--- src/rtl/rsq_pkg.sv ---
package rsq_pkg;

   typedef enum logic [2:0] {
      RSQ_IDLE    = 3'd0,
      RSQ_ISOLATE = 3'd1,
      RSQ_RESET   = 3'd2,
      RSQ_RELEASE = 3'd3,
      RSQ_SETTLE  = 3'd4
   } rsq_state_e;

   function automatic int rsq_max3(input int a, input int b, input int c);
      int m;
      m = (a > b) ? a : b;
      return (m > c) ? m : c;
   endfunction

endpackage

--- src/rtl/rsq_timer.sv ---
module rsq_timer #(
   parameter int CNT_W = 4
) (
   input  logic             clk,
   input  logic             rst_n,
   input  logic             load,
   input  logic [CNT_W-1:0] load_val,
   output logic             expired
);

   logic [CNT_W-1:0] cnt_q;

   always_ff @(posedge clk or negedge rst_n) begin
      if (!rst_n) begin
         cnt_q <= '0;
      end else if (load) begin
         cnt_q <= load_val;
      end else if (cnt_q != '0) begin
         cnt_q <= cnt_q - 1'b1;
      end
   end

   assign expired = (cnt_q == '0);

endmodule

--- src/rtl/rsq_ctrl.sv ---
module rsq_ctrl
   import rsq_pkg::*;
#(
   parameter int ISO_CYCLES    = 1,
   parameter int RESET_CYCLES  = 2,
   parameter int SETTLE_CYCLES = 1
) (
   input  logic       clk,
   input  logic       rst_n,
   input  logic       req,
   output rsq_state_e state_d
);

   localparam int MAX_LEN = rsq_max3(ISO_CYCLES, RESET_CYCLES, SETTLE_CYCLES);
   localparam int CNT_W   = (MAX_LEN > 2) ? $clog2(MAX_LEN) : 1;
   localparam logic [CNT_W-1:0] ISO_LD = CNT_W'(ISO_CYCLES - 1);
   localparam logic [CNT_W-1:0] RST_LD = CNT_W'(RESET_CYCLES - 1);
   localparam logic [CNT_W-1:0] SET_LD = CNT_W'(SETTLE_CYCLES - 1);

   rsq_state_e       state_q;
   logic             pend_q;
   logic             pend_d;
   logic             seq_end;
   logic             tmr_load;
   logic [CNT_W-1:0] tmr_val;
   logic             tmr_expired;

   rsq_timer #(.CNT_W(CNT_W)) u_timer (
      .clk      (clk),
      .rst_n    (rst_n),
      .load     (tmr_load),
      .load_val (tmr_val),
      .expired  (tmr_expired)
   );

   always_comb begin
      state_d  = state_q;
      tmr_load = 1'b0;
      tmr_val  = '0;
      seq_end  = 1'b0;
      case (state_q)
         RSQ_IDLE: begin
            if (req) begin
               state_d  = RSQ_ISOLATE;
               tmr_load = 1'b1;
               tmr_val  = ISO_LD;
            end
         end
         RSQ_ISOLATE: begin
            if (tmr_expired) begin
               state_d  = RSQ_RESET;
               tmr_load = 1'b1;
               tmr_val  = RST_LD;
            end
         end
         RSQ_RESET: begin
            if (tmr_expired) begin
               state_d = RSQ_RELEASE;
            end
         end
         RSQ_RELEASE: begin
            state_d  = RSQ_SETTLE;
            tmr_load = 1'b1;
            tmr_val  = SET_LD;
         end
         RSQ_SETTLE: begin
            if (tmr_expired) begin
               seq_end = 1'b1;
               if (req || pend_q) begin
                  state_d  = RSQ_ISOLATE;
                  tmr_load = 1'b1;
                  tmr_val  = ISO_LD;
               end else begin
                  state_d = RSQ_IDLE;
               end
            end
         end
         default: state_d = RSQ_IDLE;
      endcase
   end

   assign pend_d = seq_end ? 1'b0 : (pend_q | (req & (state_q != RSQ_IDLE)));

   always_ff @(posedge clk or negedge rst_n) begin
      if (!rst_n) begin
         state_q <= RSQ_IDLE;
         pend_q  <= 1'b0;
      end else begin
         state_q <= state_d;
         pend_q  <= pend_d;
      end
   end

endmodule

--- src/rtl/rsq_out_stage.sv ---
module rsq_out_stage
   import rsq_pkg::*;
(
   input  logic       clk,
   input  logic       rst_n,
   input  rsq_state_e state_d,
   output logic       iso_q,
   output logic       rst_q,
   output logic       busy_q
);

   always_ff @(posedge clk or negedge rst_n) begin
      if (!rst_n) begin
         iso_q  <= 1'b0;
         rst_q  <= 1'b0;
         busy_q <= 1'b0;
      end else begin
         iso_q  <= (state_d != RSQ_IDLE);
         rst_q  <= (state_d == RSQ_RESET);
         busy_q <= (state_d != RSQ_IDLE);
      end
   end

endmodule

--- src/rtl/rsq_hold_reg.sv ---
module rsq_hold_reg #(
   parameter int DATA_W     = 8,
   parameter bit RESETTABLE = 1'b1
) (
   input  logic              clk,
   input  logic              rst_n,
   input  logic              hold,
   input  logic [DATA_W-1:0] d,
   output logic [DATA_W-1:0] q
);

   generate
      if (RESETTABLE) begin : g_rst
         always_ff @(posedge clk or negedge rst_n) begin
            if (!rst_n) begin
               q <= '0;
            end else if (!hold) begin
               q <= d;
            end
         end
      end else begin : g_norst
         logic unused_rst;
         assign unused_rst = rst_n;
         always_ff @(posedge clk) begin
            if (!hold) begin
               q <= d;
            end
         end
      end
   endgenerate

endmodule

--- src/rtl/rst_iso_seq.sv ---
module rst_iso_seq
   import rsq_pkg::*;
#(
   parameter int DATA_W        = 8,
   parameter int ISO_CYCLES    = 1,
   parameter int RESET_CYCLES  = 2,
   parameter int SETTLE_CYCLES = 1,
   parameter bit RX_RESETTABLE = 1'b1
) (
   input  logic              clk,
   input  logic              rst_n,
   input  logic              req,
   input  logic [DATA_W-1:0] src_data,
   output logic              iso_en,
   output logic              src_rst,
   output logic              busy,
   output logic [DATA_W-1:0] rx_data
);

   generate
      if (DATA_W < 1) begin : g_bad_w
         $error("rst_iso_seq: DATA_W must be at least 1");
      end
      if (ISO_CYCLES < 1) begin : g_bad_iso
         $error("rst_iso_seq: ISO_CYCLES must be at least 1");
      end
      if (RESET_CYCLES < 2) begin : g_bad_rst
         $error("rst_iso_seq: RESET_CYCLES must be at least 2");
      end
      if (SETTLE_CYCLES < 1) begin : g_bad_set
         $error("rst_iso_seq: SETTLE_CYCLES must be at least 1");
      end
   endgenerate

   rsq_state_e next_state;

   rsq_ctrl #(
      .ISO_CYCLES    (ISO_CYCLES),
      .RESET_CYCLES  (RESET_CYCLES),
      .SETTLE_CYCLES (SETTLE_CYCLES)
   ) u_ctrl (
      .clk     (clk),
      .rst_n   (rst_n),
      .req     (req),
      .state_d (next_state)
   );

   rsq_out_stage u_out (
      .clk     (clk),
      .rst_n   (rst_n),
      .state_d (next_state),
      .iso_q   (iso_en),
      .rst_q   (src_rst),
      .busy_q  (busy)
   );

   rsq_hold_reg #(
      .DATA_W     (DATA_W),
      .RESETTABLE (RX_RESETTABLE)
   ) u_rx (
      .clk   (clk),
      .rst_n (rst_n),
      .hold  (iso_en),
      .d     (src_data),
      .q     (rx_data)
   );

endmodule

--- config.mk ---
export PLATFORM = sky130hd
export DESIGN_NAME = rst_iso_seq
export DESIGN_NICKNAME = d
export VERILOG_FILES = /design/src/rtl/rsq_pkg.sv /design/src/rtl/rsq_timer.sv /design/src/rtl/rsq_ctrl.sv /design/src/rtl/rsq_out_stage.sv /design/src/rtl/rsq_hold_reg.sv /design/src/rtl/rst_iso_seq.sv
export SDC_FILE = /design/constraint.sdc
export NUM_CORES = 1
export LEC_CHECK = 0
export BUFFER_PORTS_ARGS = -buffer_cell sky130_fd_sc_hd__buf_4
export CAP_MARGIN = 0
export CORE_MARGIN = 2
export CORE_UTILIZATION = 45
export DETAILED_ROUTE_END_ITERATION = 6
export PLACE_DENSITY = 0.72
export SLEW_MARGIN = 20
export SYNTH_ARGS = -nofsm -noshare
export SYNTH_HDL_FRONTEND = slang
export SYNTH_SLANG_ARGS = --single-unit
--- constraint.sdc ---
create_clock -name clk -period 3.1 [get_ports clk]
set_input_delay 0.155 -clock clk [delete_from_list [all_inputs] [get_ports clk]]
set_output_delay 0.155 -clock clk [all_outputs]
set_load 0.01 [all_outputs]
==> flow_summary.json <==
{
  "slowest_delay_ps": 570,
  "cp.depth": 1,
  "slowest_stage": "dfrtp_1",
  "tritoncts": "done",
  "synth_top_cell_by_area": "dfrtp_1",
  "synth_area_leaders": "dfrtp_1 56%, mux2_2 14%, a2111oi_4 4.1%",
  "min_period_ps": 1200,
  "grt_pass1_wl_mm": 1.85,
  "rows": 13,
  "fp.coreArea_mm2": 0.00135,
  "min_period_over_period_pct": 38.7,
  "cp.arrival_ps": 1040,
  "syn-num-nets": 61,
  "yosys.area.top_type_share_pct": 56.3,
  "clock_tree.root_cell": "clkbuf_4",
  "final_antenna_net_count": 0,
  "cts.sinks": 15,
  "ys_ff_latch": 15,
  "grt_setup_unrepaired": "false",
  "timing.final.hold_violations": 0,
  "critPathLaunchType": "register",
  "dpl.hpwl_um": 855,
  "r2r_cells": 3,
  "crit_chain": "buf_4",
  "path_delay_family": "flip-flops",
  "ctsLongestPathBuffers": 2,
  "avgSynthCellArea_um2": 13.3,
  "r2r_end": "u_ctrl.state_q[0]$_DFF_PN0_",
  "clock.fmax_mhz": 834,
  "port-buffer-count": 21,
  "drtIter0Drc": 5,
  "grt_pass1_vias": 437,
  "viasPerCell": 5.22,
  "fin_nets": 83,
  "leakage_nw": 0.380,
  "areaGrowthSynthToFinish_pct": 25.9,
  "vias": 449,
  "r2r_slack_ps": 1960,
  "worst_slack_ps": 1900,
  "cts_setup_buffers": 0,
  "die-area_mm2": 0.00181,
  "netlist-cell-type-count": 21,
  "power_per_cell_area_mw_per_mm2": 1010,
  "layout-drive-gt1-share_pct": 47.9,
  "detail_route.first_pass.iterations": 2,
  "routedWlPerCell_um": 12.8,
  "netlist_instances": 50,
  "gp_congestion": 0.780,
  "endpoint": "busy",
  "yosysSeqAreaShare_pct": 56.3,
  "cts_inserted_buffers": 3,
  "worstMarginPinSlew_ps": 373,
  "outcome": "finished clean",
  "grt-ovfl-total": 0,
  "synth_warnings": 0,
  "syn-cell-area_um2": 667,
  "grtUsageTotal_pct": 14.2,
  "path_buf_inv": 1,
  "post-place-ws_ps": 1950,
  "setup_viol": 0,
  "p_total_mw": 0.846,
  "drc": 0,
  "drt-total-wl_mm": 1.10,
  "skew_ps": 0.979,
  "rr_startpoint": "u_ctrl.state_q[2]$_DFF_PN0_",
  "tns_ps": 0,
  "ios": 22,
  "slew_violations": 0,
  "cp-startpoint": "u_out.iso_q$_DFF_PN0_",
  "maxSlewHeadroom_pct": 75.1,
  "die_w_um": 42.5,
  "htree_levels": 1,
  "grt_max_degree": 16,
  "initial_core_util_pct": 49.4,
  "path_class": "reg -> out",
  "die-height_um": 42.5,
  "diodes": 0,
  "path_max_fanout": 10,
  "clock_latency_ps": 280,
  "clk_pin_slew_worst_paths_ps": 80,
  "postLayoutCoreUtil_pct": 62.2,
  "peakVddDrop_mv": 0.482,
  "worstSetupEndpointType": "output port",
  "min_path_type": "in -> reg",
  "antenna_found_initial": 0,
  "required_ps": 2940,
  "maxCapViolations": 0,
  "hold_ws_ps": 106
}
[through the flow]
step                      cells  instance area (µm²)
after CTS                    86                  840
after detailed placement     81                  803
after global routing         86                  840
after floorplan              50                  667
final                        86                  840
after global placement       81                  803
[layer usage]
| metal | share of wire (%) | track usage (%) | vias up | wire, µm |
|---|---|---|---|---|
| li1 | - | - | 214 | - |
| met1 | 42 | 16.9 | 215 | 466 |
| met2 | 49 | 22.8 | 16 | 543 |
| met3 | 5.2 | 1.72 | 4 | 57 |
| met4 | 3.1 | 11.3 | 0 | 34 |
| met5 | 0 | 0 | - | 0 |
[state kept, by name, indices dropped and copies added (netlist names)]
name	count
u_ctrl.u_timer.cnt_q	1
u_ctrl.pend_q	1
u_ctrl.state_q	3
u_out.rst_q	1
u_out.iso_q	1
u_rx.q	8
[logic make-up after synthesis]
group | count (synthesis) | share of synthesized area, %
and+or+nand+nor | 11 | 9.38
DFF | 15 | 56.3
buffers and inverters | 6 | 6.56
AOI/OAI and AO/OA | 8 | 11.3
muxes | 10 | 16.5
[cell usage after synthesis (all sizes together)]
cell     instances
nor2b            1
mux2i            2
nor4             1
nand2b           1
nor2             5
o21a             1
a311o            1
buf              4
a21oi            4
mux2             8
a32o             1
dfrtp           15
nand2            1
inv              1
and2             1
a2111oi          1
nand3b           1
clkbuf           1
[cells in the final DEF, fill, tap and decap left out]
cell           Yosys  final
mux2_2             8      8
mux2i_1            2      2
nand2b_1           1      1
o21a_1             1      1
clkbuf_4           0      3
a311o_1            1      1
dlygate4sd3_1      0      1
buf_4              1     21
nor2_1             4      4
a21oi_1            4      4
a2111oi_4          1      1
nor2_4             1      1
nand2_1            1      1
nor4_1             1      1
and2_1             1      1
inv_1              1      1
dfrtp_1           15     15
a32o_1             1      1
nor2b_1            1      1
clkbuf_1           0      1
nand3b_1           1      1
[what timing repair did]
| action | CTS | global route |
|---|---|---|
| gates resized for setup | 0 | 0 |
| hold buffers | 1 | 0 |
| setup endpoints to repair | 0 | 0 |
| hold endpoints to repair | 15 | 0 |
[cell type report]
class                           count  area (µm²)
Clock buffer                        4        26.3
Fill cell                         114         510
Sequential cell                    15         375
Inverter                            1        3.75
Timing Repair Buffer               22         168
Multi-Input combinational cell     29         248
Tap cell                           15        18.8
[power breakdown]
| part | switching [mW] | internal, mW | leakage [nW] |
|---|---|---|---|
| sequential | 0.107 | 0.287 | 0.177 |
| clock | 0.0578 | 0.0499 | 0.0150 |
| combinational | 0.128 | 0.216 | 0.188 |
[worst min path at each step]
stage | from | end | slack, ps | depth (start not counted)
after floorplan | rst_n | u_ctrl.pend_q$_DFF_PN0_ | -140 | 0
after global placement | rst_n | u_rx.q[7]$_DFFE_PN0N_ | 20 | 1
after detailed placement | rst_n | u_rx.q[0]$_DFFE_PN0N_ | 20 | 1
after CTS | src_data[7] | u_rx.q[7]$_DFFE_PN0N_ | 100 | 2
after global routing | src_data[5] | u_rx.q[5]$_DFFE_PN0N_ | 100 | 2
final | src_data[1] | u_rx.q[1]$_DFFE_PN0N_ | 110 | 2
[worst register-to-register path, stage by stage, from the launching register on]
cell and delay, ps:
dfrtp_1 490, a21oi_1 170, nor4_1 60, a311o_1 320
Power figures use the tool's default switching activity.
